`config.mk`:
```
export PLATFORM = sky130hd
export DESIGN_NAME = tmr_state_reg
export DESIGN_NICKNAME = d
export VERILOG_FILES = /design/src/rtl/tmr_pkg.sv /design/src/rtl/tmr_maj_voter.sv /design/src/rtl/tmr_mux_voter.sv /design/src/rtl/tmr_leg.sv /design/src/rtl/tmr_state_reg.sv
export SDC_FILE = /design/constraint.sdc
export NUM_CORES = 1
export LEC_CHECK = 0
export BUFFER_PORTS_ARGS = -buffer_cell sky130_fd_sc_hd__buf_2
export CORE_MARGIN = 1.5
export CORE_UTILIZATION = 25
export CTS_CLUSTER_SIZE = 30
export DETAILED_ROUTE_END_ITERATION = 7
export GPL_TIMING_DRIVEN = 0
export PLACE_DENSITY = 0.47
export SLEW_MARGIN = 20
export SYNTH_ARGS = -nofsm -noshare
export SYNTH_HDL_FRONTEND = slang
export SYNTH_SLANG_ARGS = --single-unit
```
`constraint.sdc`:
```
create_clock -name clk -period 2.2 [get_ports clk]
set_clock_uncertainty 0.05 [all_clocks]
set_input_delay 0.55 -clock clk [delete_from_list [all_inputs] [get_ports clk]]
set_output_delay 0.55 -clock clk [all_outputs]
set_load 0.005 [all_outputs]
```
`src/rtl/tmr_pkg.sv`:
```
package tmr_pkg;
  localparam int unsigned TMR_COPIES = 3;
  typedef enum logic [1:0] {LEG_A = 2'd0, LEG_B = 2'd1, LEG_C = 2'd2} leg_e;
endpackage

```
`src/rtl/tmr_maj_voter.sv`:
```
module tmr_maj_voter #(
  parameter int unsigned W = 4
) (
  input  logic [W-1:0] a,
  input  logic [W-1:0] b,
  input  logic [W-1:0] c,
  output logic [W-1:0] y
);
  function automatic logic [W-1:0] maj3(input logic [W-1:0] x0,
                                        input logic [W-1:0] x1,
                                        input logic [W-1:0] x2);
    return (x0 & x1) | (x1 & x2) | (x0 & x2);
  endfunction

  assign y = maj3(a, b, c);
endmodule

```
`src/rtl/tmr_mux_voter.sv`:
```
module tmr_mux_voter #(
  parameter int unsigned W = 4
) (
  input  logic [W-1:0] sel_a,
  input  logic [W-1:0] sel_b,
  input  logic [W-1:0] pass_c,
  output logic [W-1:0] y
);
  genvar i;
  generate
    for (i = 0; i < W; i++) begin : g_bit
      always_comb begin
        unique case ({sel_a[i], sel_b[i]})
          2'b00:   y[i] = 1'b0;
          2'b11:   y[i] = 1'b1;
          default: y[i] = pass_c[i];
        endcase
      end
    end
  endgenerate
endmodule

```
`src/rtl/tmr_leg.sv`:
```
module tmr_leg #(
  parameter int unsigned W = 4
) (
  input  logic         clk,
  input  logic         rst,
  input  logic         en,
  input  logic         ld,
  input  logic [W-1:0] ld_val,
  input  logic [W-1:0] inj_mask,
  input  logic [W-1:0] fb_voted,
  output logic [W-1:0] copy_q
);
  function automatic logic [W-1:0] step_count(input logic [W-1:0] cur,
                                              input logic         e,
                                              input logic         l,
                                              input logic [W-1:0] lv);
    if (l)      return lv;
    else if (e) return cur + W'(1);
    else        return cur;
  endfunction

  logic [W-1:0] next_state;
  assign next_state = step_count(fb_voted, en, ld, ld_val) ^ inj_mask;

  always_ff @(posedge clk) begin
    if (rst) copy_q <= '0;
    else     copy_q <= next_state;
  end

  // an injected mask lands in this leg's register
  assert_inj_lands_R7: assert property (@(posedge clk) disable iff (rst)
    (inj_mask != '0) |=> (copy_q != step_count($past(fb_voted), $past(en), $past(ld), $past(ld_val))));
endmodule

```
`src/rtl/tmr_state_reg.sv`:
```
module tmr_state_reg #(
  parameter int unsigned WIDTH = 4
) (
  input  logic             clk,
  input  logic             rst,
  input  logic             en_a,
  input  logic             en_b,
  input  logic             en_c,
  input  logic             ld_a,
  input  logic             ld_b,
  input  logic             ld_c,
  input  logic [WIDTH-1:0] ld_val_a,
  input  logic [WIDTH-1:0] ld_val_b,
  input  logic [WIDTH-1:0] ld_val_c,
  input  logic [WIDTH-1:0] inj_a,
  input  logic [WIDTH-1:0] inj_b,
  input  logic [WIDTH-1:0] inj_c,
  output logic [WIDTH-1:0] q,
  output logic             mismatch
);
  import tmr_pkg::*;

  logic [TMR_COPIES-1:0]            leg_en, leg_ld;
  logic [TMR_COPIES-1:0][WIDTH-1:0] leg_val, leg_inj, copies, fb;

  assign leg_en  = {en_c, en_b, en_a};
  assign leg_ld  = {ld_c, ld_b, ld_a};
  assign leg_val = {ld_val_c, ld_val_b, ld_val_a};
  assign leg_inj = {inj_c, inj_b, inj_a};

  genvar g;
  generate
    for (g = 0; g < TMR_COPIES; g++) begin : g_leg
      tmr_maj_voter #(.W(WIDTH)) u_fb_vote (
        .a(copies[LEG_A]), .b(copies[LEG_B]), .c(copies[LEG_C]), .y(fb[g])
      );
      tmr_leg #(.W(WIDTH)) u_leg (
        .clk(clk), .rst(rst), .en(leg_en[g]), .ld(leg_ld[g]),
        .ld_val(leg_val[g]), .inj_mask(leg_inj[g]),
        .fb_voted(fb[g]), .copy_q(copies[g])
      );
    end
  endgenerate

  tmr_mux_voter #(.W(WIDTH)) u_out_vote (
    .sel_a(copies[LEG_A]), .sel_b(copies[LEG_B]), .pass_c(copies[LEG_C]), .y(q)
  );

  assign mismatch = (copies[LEG_A] != copies[LEG_B]) || (copies[LEG_B] != copies[LEG_C]);

  // Named events for the assertions
  logic ctl_agree, all_count, all_load, all_hold, single_fault;
  assign ctl_agree = (leg_en == '0 || leg_en == '1) && (leg_ld == '0 || leg_ld == '1)
                     && (ld_val_a == ld_val_b) && (ld_val_b == ld_val_c)
                     && (leg_inj == '0);
  assign all_count    = ctl_agree && leg_en[LEG_A] && !leg_ld[LEG_A];
  assign all_load     = ctl_agree && leg_ld[LEG_A];
  assign all_hold     = ctl_agree && !leg_en[LEG_A] && !leg_ld[LEG_A];
  assign single_fault = (copies[LEG_A] == copies[LEG_B]) && mismatch;

  assert_reset_clears_R1: assert property (@(posedge clk)
    rst |=> (q == '0) && !mismatch);
  assert_count_up_R2: assert property (@(posedge clk) disable iff (rst)
    all_count |=> q == $past(q) + WIDTH'(1));
  assert_load_wins_R3: assert property (@(posedge clk) disable iff (rst)
    all_load |=> q == $past(ld_val_a));
  assert_hold_R4: assert property (@(posedge clk) disable iff (rst)
    all_hold |=> $stable(q));
  assert_mask_c_R5: assert property (@(posedge clk) disable iff (rst)
    single_fault |-> q == copies[LEG_A]);
  assert_agree_out_R6: assert property (@(posedge clk) disable iff (rst)
    !mismatch |-> (q == copies[LEG_B]));
  assert_recover_R8: assert property (@(posedge clk) disable iff (rst)
    ctl_agree |=> !mismatch);
endmodule

```
Word-level counts from Yosys, hierarchy flattened. Index checks and enable logic that the tools add are counted.

Register bits: 12. Input bits: 32. Output and inout port bits: 5.

Add/sub/neg operators: 1. Equal/unequal tests: 6. Muxes and demuxes: 10. Bitwise gates (word level): 8. Reductions and logical operators: 5.

Operator list (count): 4-bit 2-to-1 mux (6); 4-bit AND (3); 4-bit XOR (3); 2-bit == test (second input constant) (4); 2-bit logical NOT (4); 4-bit inequality test (2); 4-bit bitwise OR (2); 1-bit one-hot mux with 2 select lines (4); 4-bit by 1-bit adder with 4-bit output (second input constant) (1); 1-bit logical OR (1).

Longest topological paths before layout. Gate-level depths: netlist (run 1).

Depth after elaboration: 7. Mapped depth: 8. Depth with buffers taken out: 7.

Hierarchy. Synthesis (run 1) repeated with hierarchy kept, for this count alone.

Cell total of the unflattened synthesis: 141. Area, all modules: 1312.5 µm².

By module, submodules not included: tmr_leg (instances 3, cells an instance 37, area each 331.6 µm², seq. area each 80.1 µm²); tmr_maj_voter (instances 3, cells an instance 4, area each 45.0 µm², seq. area each 0.0 µm²); tmr_mux_voter (instances 1, cells an instance 8, area each 110.1 µm², seq. area each 0.0 µm²); tmr_state_reg (instances 1, cells an instance 10, area each 72.6 µm², seq. area each 0.0 µm²).

Least setup slack after synthesis (run 1). OpenSTA, ideal clock, no wires.

Path kind: register to register. From: register g_leg[0].u_leg.copy_q[1]. To: register g_leg[1].u_leg.copy_q[2]. Library setup time: 0.121 ns. Arrival: 1.667 ns. Path slack: 0.362 ns. Cell stages (with the launch flop): 8. Buffers on the path: 0. Cells stage by stage: dfxtp_1 ha_1 a211o_1 ha_1 nand2_1 xnor2_1 mux2i_1 mux2_2.

Cells in the longest elaborated chain, start to end: 7. Elaborated cells between the ends (all ways): 8. Those cells by class: add/sub (1); mux (2); bitwise (5).

Ends and longest elaborated chain: from (decl) (RTL line tmr_leg.sv:11) `output logic [W-1:0] copy_q`; from (signal assigned) (RTL line tmr_leg.sv:27) `else copy_q <= next_state;`; 4-bit AND (RTL line tmr_maj_voter.sv:12) `return (x0 & x1) | (x1 & x2) | (x0 & x2);`; 4-bit bitwise OR (RTL line tmr_maj_voter.sv:12); 4-bit bitwise OR (*) (RTL line tmr_maj_voter.sv:12); 4-bit by 1-bit adder with 4-bit output (*) (RTL line tmr_leg.sv:18) `else if (e) return cur + W'(1);`; 4-bit 2-to-1 mux (*) (RTL line tmr_leg.sv:18); 4-bit 2-to-1 mux (*) (RTL line tmr_leg.sv:17) `if (l) return lv;`; 4-bit XOR (*) (RTL line tmr_leg.sv:23) `assign next_state = step_count(fb_voted, en, ld, ld_val) ^ inj_mask;`; to (signal assigned) (RTL line tmr_leg.sv:27); to (decl) (RTL line tmr_leg.sv:11).

Mark *: on every way between the ends. The rest lies on a longest branch, timed or not. A chain may end at the register's enable or synchronous reset.

Worst setup path in the final report (run 1).
From: register g_leg[2].u_leg.copy_q[1]. To: output port mismatch.

Cells in the longest elaborated chain, start to end: 2.

Ends and longest elaborated chain: from (decl) (RTL line tmr_leg.sv:11); from (signal assigned) (RTL line tmr_leg.sv:27); 4-bit inequality test (RTL line tmr_state_reg.sv:49) `assign mismatch = (copies[LEG_A] != copies[LEG_B]) || (copies[LEG_B] != copies[LEG_C]);`; 1-bit logical OR (RTL line tmr_state_reg.sv:49); to (decl) (RTL line tmr_state_reg.sv:19) `output logic mismatch`.

No other way between the ends.

==> key figures, run 1 <==
Floorplanning
  • IO Count: 37
  • DIE HEIGHT: 69.59 um
  • Starting Density: 0.2564
  • Core Box Area: approximately 4300 um^2
  • Die Wd: 69.59 um
  • Cell Rows: 24
  • Die outline area: 4843 um^2

Drt
  • Post-route ant nets: 0
  • Drt initial violations: 27
  • Wire per inst: 13.38 um
  • Vias per inst: 4.991
  • WL final: 2958 um
  • First-pass iteration count of the detailed router: 4
  • Drt drc: 0
  • Vias: 1103

GRT
  • All-layer global routing usage: 0.1283
  • Global-route wire length before repair: 4988 um
  • Initial antenna violation count: 0
  • Congestion Overflow GR: 0
  • Largest net degree at the start of global routing: 11
  • Vias in the first global route: between 1000 and 1500

Setup path
  • Slowest cell on crit path: dfxtp_1
  • Critical setup path kind: reg -> out
  • Max FO, Critical Path: 6
  • Critical Path Sink Type: output port
  • Startpoint types: register
  • WP data arrival: 1.48 ns
  • Max stage delay on crit path: roughly 0.40 ns
  • CP required: 1.60 ns
  • CP cell instances: ha_1 -> nor4_1 -> nand2_1 -> buf_2

STA
  • Min cycle time layout: ~2.1 ns
  • Slew Viols, Final: 0
  • Worst setup margin: 0.1237 ns
  • Tcrit/Tclk final: 0.9438
  • Fin. Hold Viols: 0
  • Measured slew at the worst slew-check pin: between 0.7 and 0.8 ns
  • Relative slew slack: 0.4849
  • Setup TNS: 0 ns
  • RSZ-0062 raised after global routing: no
  • Final Setup Violations: 0
  • F_max: 481.6 MHz

Synth
  • YS warnings: 0
  • #FFs+latches synth: 12
  • Number of flops mapped to enable cells by yosys: 0
  • Largest area contributor in the netlist: dfxtp_1
  • Avg Synthesized Cell Area: around 8.5 um^2
  • Library cells used by synthesis: 28
  • Most used DFF post-synth: dfxtp_1
  • Seq/Total Area, Yosys: 0.2167
  • Syn Std Cell Area: about 1100 um^2
  • Mapped Cells: roughly 130
  • Synthesized net count: roughly 170
  • Synth async-reset ratio: 0
  • Top cells by area, synth: dfxtp_1 (22%), ha_1 (10%), mux2_2 (7.1%), xnor2_1 (6.3%), nor2_1 (6.1%)
  • Share of the synthesized area in the top cell type: 0.2167

Place
  • Count of input and output buffers: 34
  • Gpl congestion: 0.8139
  • Dpl hpwl: 2386 um
  • Place WS: 0.1900 ns

Finish
  • Post-layout nets: 211
  • Final Util: 0.3235
  • Largest reg by FF count: g_leg.u_leg.copy_q
  • Area delta synth->final: 26.18%
  • Diode count: 0
  • Layout cells sized above 1: 0.3195
  • Number of fill cells: 492
  • Number of flip-flops in the largest register: 12
  • Largest regs: g_leg.u_leg.copy_q x12

Clock tree
  • CTS Root Cell: clkbuf_8
  • Post-CTS repair timing setup buffer count: 0
  • Post-CTS Hold Buffers: 0
  • Sink Count: 12
  • CTS buffer count: 3
  • Worst-Skew Late Latency: about 0.24 ns
  • Resize count post-CTS: 0
  • Reg clk slew, reported paths: about 0.06 ns
  • H-tree levels: 1
  • CTS max path bufs: 2
  • CTS tree: built

Min path
  • Hold/Removal Path Class: in -> reg

Pwr
  • Maximum vdd drop: roughly 0.34 mV
  • PwrDens: 554.7 nW/um^2
  • Leak Pwr: 0.6627 nW

Outcome
  • Status: finished clean

Job
  • Max Cap Violations: 0
## power breakdown
group | switching [mW] | internal (mW)
sequential | 0.0197 | 0.241
clock | 0.0875 | 0.158
combinational | 0.131 | 0.138
total | 0.239 | 0.537
## cells by family after synthesis
group,synth area share
XOR/XNOR,0.07111
adder cells (fa/ha/maj),0.1016
AO/OA/AOI/OAI,0.1592
flip-flops,0.2167
multiplexers,0.1196
AND/OR/NAND/NOR,0.2754
buffers and inverters,0.05643
## layer usage
layer	track usage	vias to the layer above	share of wire	routed length, um
li1	-	563	-	-
met1	0.1505	518	0.46	1369
met2	0.2393	20	0.50	1487
met3	0.03052	2	0.028	84
met4	0.01961	0	0.0057	17
met5	0	-	0	0
## cell usage after synthesis (3+ instances only)
cell type and count:
o21bai_1 3, nand3_1 3, o21ai_0 3, a2111oi_0 3
mux2_1 3, nand2_1 11, xnor2_1 8, a31oi_1 3
nand4_1 3, nor4bb_1 3, o31ai_1 3, nor2b_1 9
or3b_2 3, a211o_1 3, o21ai_1 4, nor2_1 18
mux2_2 7, nor4_1 8, ha_1 9, dfxtp_1 12
## critical path, delay by kind of cell, from the launching register on
family	cells	cell delay [ns]
adder cells (fa/ha/maj)	1	0.28
buffers and inverters	1	0.14
AND/OR/NAND/NOR	2	0.41
flip-flops	1	0.40
## path summary, 6_finish.rpt
kind / slack, ns / end / startpoint / cells after the start
setup / recovery: 0.12 / mismatch / g_leg[2].u_leg.copy_q[1] / 4
setup reg to reg: 0.18 / g_leg[1].u_leg.copy_q[2] / g_leg[0].u_leg.copy_q[1] / 7
hold reg to reg: 0.79 / g_leg[2].u_leg.copy_q[3] / g_leg[0].u_leg.copy_q[3] / 4
hold / removal: 0.50 / g_leg[1].u_leg.copy_q[1] / inj_b[1] / 3
## metrics by stage
| step | instance area (um^2) | total power, mW | instances | hold WS [ns] |
|---|---|---|---|---|
| after detailed placement | 1344 | 0.5362 | 217 | 0.7532 |
| after global placement | 1344 | 0.5291 | 217 | 0.7452 |
| after CTS | 1399 | 0.7886 | 221 | 0.4983 |
| after global routing | 1399 | 0.8319 | 221 | 0.5227 |
| final | 1399 | 0.7760 | 221 | 0.5038 |
| after floorplan | 1109 | 0.4439 | 131 | 0.6469 |
## placed cells by master (no fill, tap or decap)
cell	synthesis	routed
a2111oi_0	3	3
a211o_1	3	3
a211o_4	1	1
a211oi_1	1	1
a31oi_1	3	3
buf_2	1	35
buf_6	2	2
clkbuf_1	2	2
clkbuf_8	2	6
dfxtp_1	12	12
ha_1	9	9
mux2_1	3	3
mux2_2	7	7
mux2i_1	2	2
nand2_1	11	11
nand3_1	3	3
nand4_1	3	3
nor2_1	18	18
nor2b_1	9	9
nor4_1	8	8
nor4bb_1	3	3
o21ai_0	3	3
o21ai_1	4	4
o21bai_1	3	3
o31ai_1	3	3
or3b_2	3	3
xnor2_1	8	8
xor2_1	1	1
## layout make-up
cell class                 count  area [um^2]  area share
multi-input combinational    112        805.8      0.5760
sequential                    12        240.2      0.1717
timing repair buffer          34        170.2      0.1216
tap                           52        65.06     0.04651
buffer                         7        62.56     0.04472
clock buffer                   4        55.05     0.03936
Power figures use the tool's default switching activity.
==> run 2: changes to the inputs <==
MAX_ROUTING_LAYER = met4   (was unset)
==> run 2 against run 1 <==
Against the previous run:
- clock power is essentially flat
- power increased by 0.13%
- fmax up 0.23%
- first-iteration DRC count is 22% higher
- worst hold slack worse by 0.00089 ns
- sequential share of layout area did not move
- via count increased by 1.5%
- design area unchanged
- critical path type unchanged
==> key figures, run 2 (same netlist as run 1, synthesis figures left out) <==
STA
  • Slew Viols, Final: 0
  • F_max: 482.7 MHz
  • Worst setup margin: 0.1284 ns
  • Min Hold Slack: 0.5030 ns
  • Min cycle time layout: between 2 and 2.5 ns
  • Fin. Hold Viols: 0
  • Relative slew slack: 0.4807
  • Measured slew at the worst slew-check pin: 0.7743 ns
  • RSZ-0062 raised after global routing: no
  • Setup TNS: 0 ns
  • Final Setup Violations: 0
  • Tcrit/Tclk final: 0.9416

Finish
  • Largest reg by FF count: g_leg.u_leg.copy_q
  • Multi-input gate area: 805.8 um^2
  • Final Util: 0.3235
  • Post-layout nets: 211
  • Most common cell after layout, fill and taps aside: buf_2
  • Register Area: about 240 um^2
  • Number of fill cells: 492
  • Area delta synth->final: 26.18%
  • Final non-filler cell total: 221
  • Number of flip-flops in the largest register: 12
  • Largest regs: g_leg.u_leg.copy_q x12
  • Most frequent cells in the layout: buf_2 (35), nor2_1 (18), dfxtp_1 (12)
  • Diode count: 0
  • Layout cells sized above 1: 0.3195
  • Final Cell Area: 1399 um^2

Clock tree
  • CTS Root Cell: clkbuf_8
  • H-tree levels: 1
  • Worst-Skew Late Latency: 0.24 ns
  • Resize count post-CTS: 0
  • Post-CTS Hold Buffers: 0
  • CTS tree: built
  • Reg clk slew, reported paths: 0.06 ns
  • CTS max path bufs: 2
  • Sink Count: 12
  • Post-CTS repair timing setup buffer count: 0
  • CTS buffer count: 3

Job
  • Max Cap Violations: 0

Place
  • Dpl hpwl: 2386 um
  • Gpl congestion: 0.8259
  • Post-DP Area: 1344 um^2
  • Placed Cells: 217
  • Place WS: between 0.15 and 0.2 ns
  • Count of input and output buffers: 34

Drt
  • Post-route ant nets: 0
  • WL met2: 1492 um
  • Wire per inst: 13.40 um
  • Vias per inst: roughly 5.1
  • WL met3: 94 um
  • First-pass iteration count of the detailed router: 4
  • Top sig layer: met4
  • WL final: approximately 3000 um
  • Drt initial violations: 33
  • Vias: between 1000 and 1500
  • Metal1 wirelength: about 1400 um
  • Drt drc: 0

Floorplanning
  • DIE HEIGHT: 69.59 um
  • Cell Rows: 24
  • IO Count: 37
  • Die Wd: around 70 um
  • Core Box Area: 4324 um^2
  • Die outline area: 4843 um^2
  • Starting Density: 0.2564

Outcome
  • Status: finished clean

Setup path
  • Critical Path Sink Type: output port
  • Slowest cell on crit path: dfxtp_1
  • CP endpoint: mismatch
  • Worst Setup SP: g_leg[0].u_leg.copy_q[1]
  • R2r endpoint: g_leg[1].u_leg.copy_q[2]
  • Reg-to-Reg Start: g_leg[0].u_leg.copy_q[1]
  • Startpoint types: register
  • Critical setup path kind: reg -> out
  • R2R depth: 7
  • CP cell instances: ha_1 -> nor4_1 -> nand2_1 -> buf_2
  • Max FO, Critical Path: 5
  • CP required: 1.60 ns
  • WP data arrival: 1.47 ns
  • Max stage delay on crit path: about 0.35 ns
  • Internal reg-to-reg setup slack: between 0.15 and 0.2 ns

GRT
  • Congestion Overflow GR: 0
  • Global-route wire length before repair: roughly 5000 um
  • Vias in the first global route: 1107
  • Largest net degree at the start of global routing: 11
  • Initial antenna violation count: 0
  • All-layer global routing usage: 0.1322

Pwr
  • PwrDens: 555.4 nW/um^2
  • Power after layout: roughly 800 uW
  • Cell-internal power: about 540 uW
  • Logic pwr share: 0.346
  • Clk pwr share: 0.318
  • Maximum vdd drop: between 0.3 and 0.4 mV
  • Leak Pwr: 0.6627 nW
  • Net Sw Frac: 0.3089
  • Sw power: between 200 and 250 uW
  • Seq pwr share: 0.336

Min path
  • Hold/Removal Path Class: in -> reg
  • Worst hold start: inj_b[1]
  • Hold Path Stages: 3
run 2: area by class of cell:
class / instances / area share
sequential: 12 / 0.1717
clock buffer: 4 / 0.03936
tap: 52 / 0.04651
multi-input combinational: 112 / 0.5760
buffer: 7 / 0.04472
timing repair buffer: 34 / 0.1216
run 2: how the worst min path moves through the flow:
stage,endpoint,slack [ns]
finish,g_leg[1].u_leg.copy_q[1],0.50
global route,g_leg[2].u_leg.copy_q[1],0.52
CTS,g_leg[1].u_leg.copy_q[1],0.50
detailed placement,g_leg[1].u_leg.copy_q[1],0.75
global placement,g_leg[1].u_leg.copy_q[1],0.75
floorplan,g_leg[0].u_leg.copy_q[1],0.65
run 2: per-layer routing:
| layer | GRT usage | vias to the layer above |
|---|---|---|
| li1 | - | 564 |
| met1 | 0.1496 | 531 |
| met2 | 0.2415 | 22 |
| met3 | 0.03052 | 2 |
| met4 | 0.01961 | 0 |
| met5 | - | - |
run 2: critical path, delay by kind of cell, from the launching register on:
family / cells / cell delay, ns
adder cells (fa/ha/maj): 1 / 0.35
flip-flops: 1 / 0.35
buffers and inverters: 1 / 0.14
AND/OR/NAND/NOR: 2 / 0.40
run 2: power by group through the flow:
stage                     registers (mW)  logic (mW)  clock network, mW
after floorplan                    0.260       0.184                  0
after global placement             0.264       0.265                  0
after detailed placement           0.266       0.270                  0
after CTS                          0.261       0.272              0.255
after global routing               0.265       0.298              0.269
final                              0.261       0.269              0.247
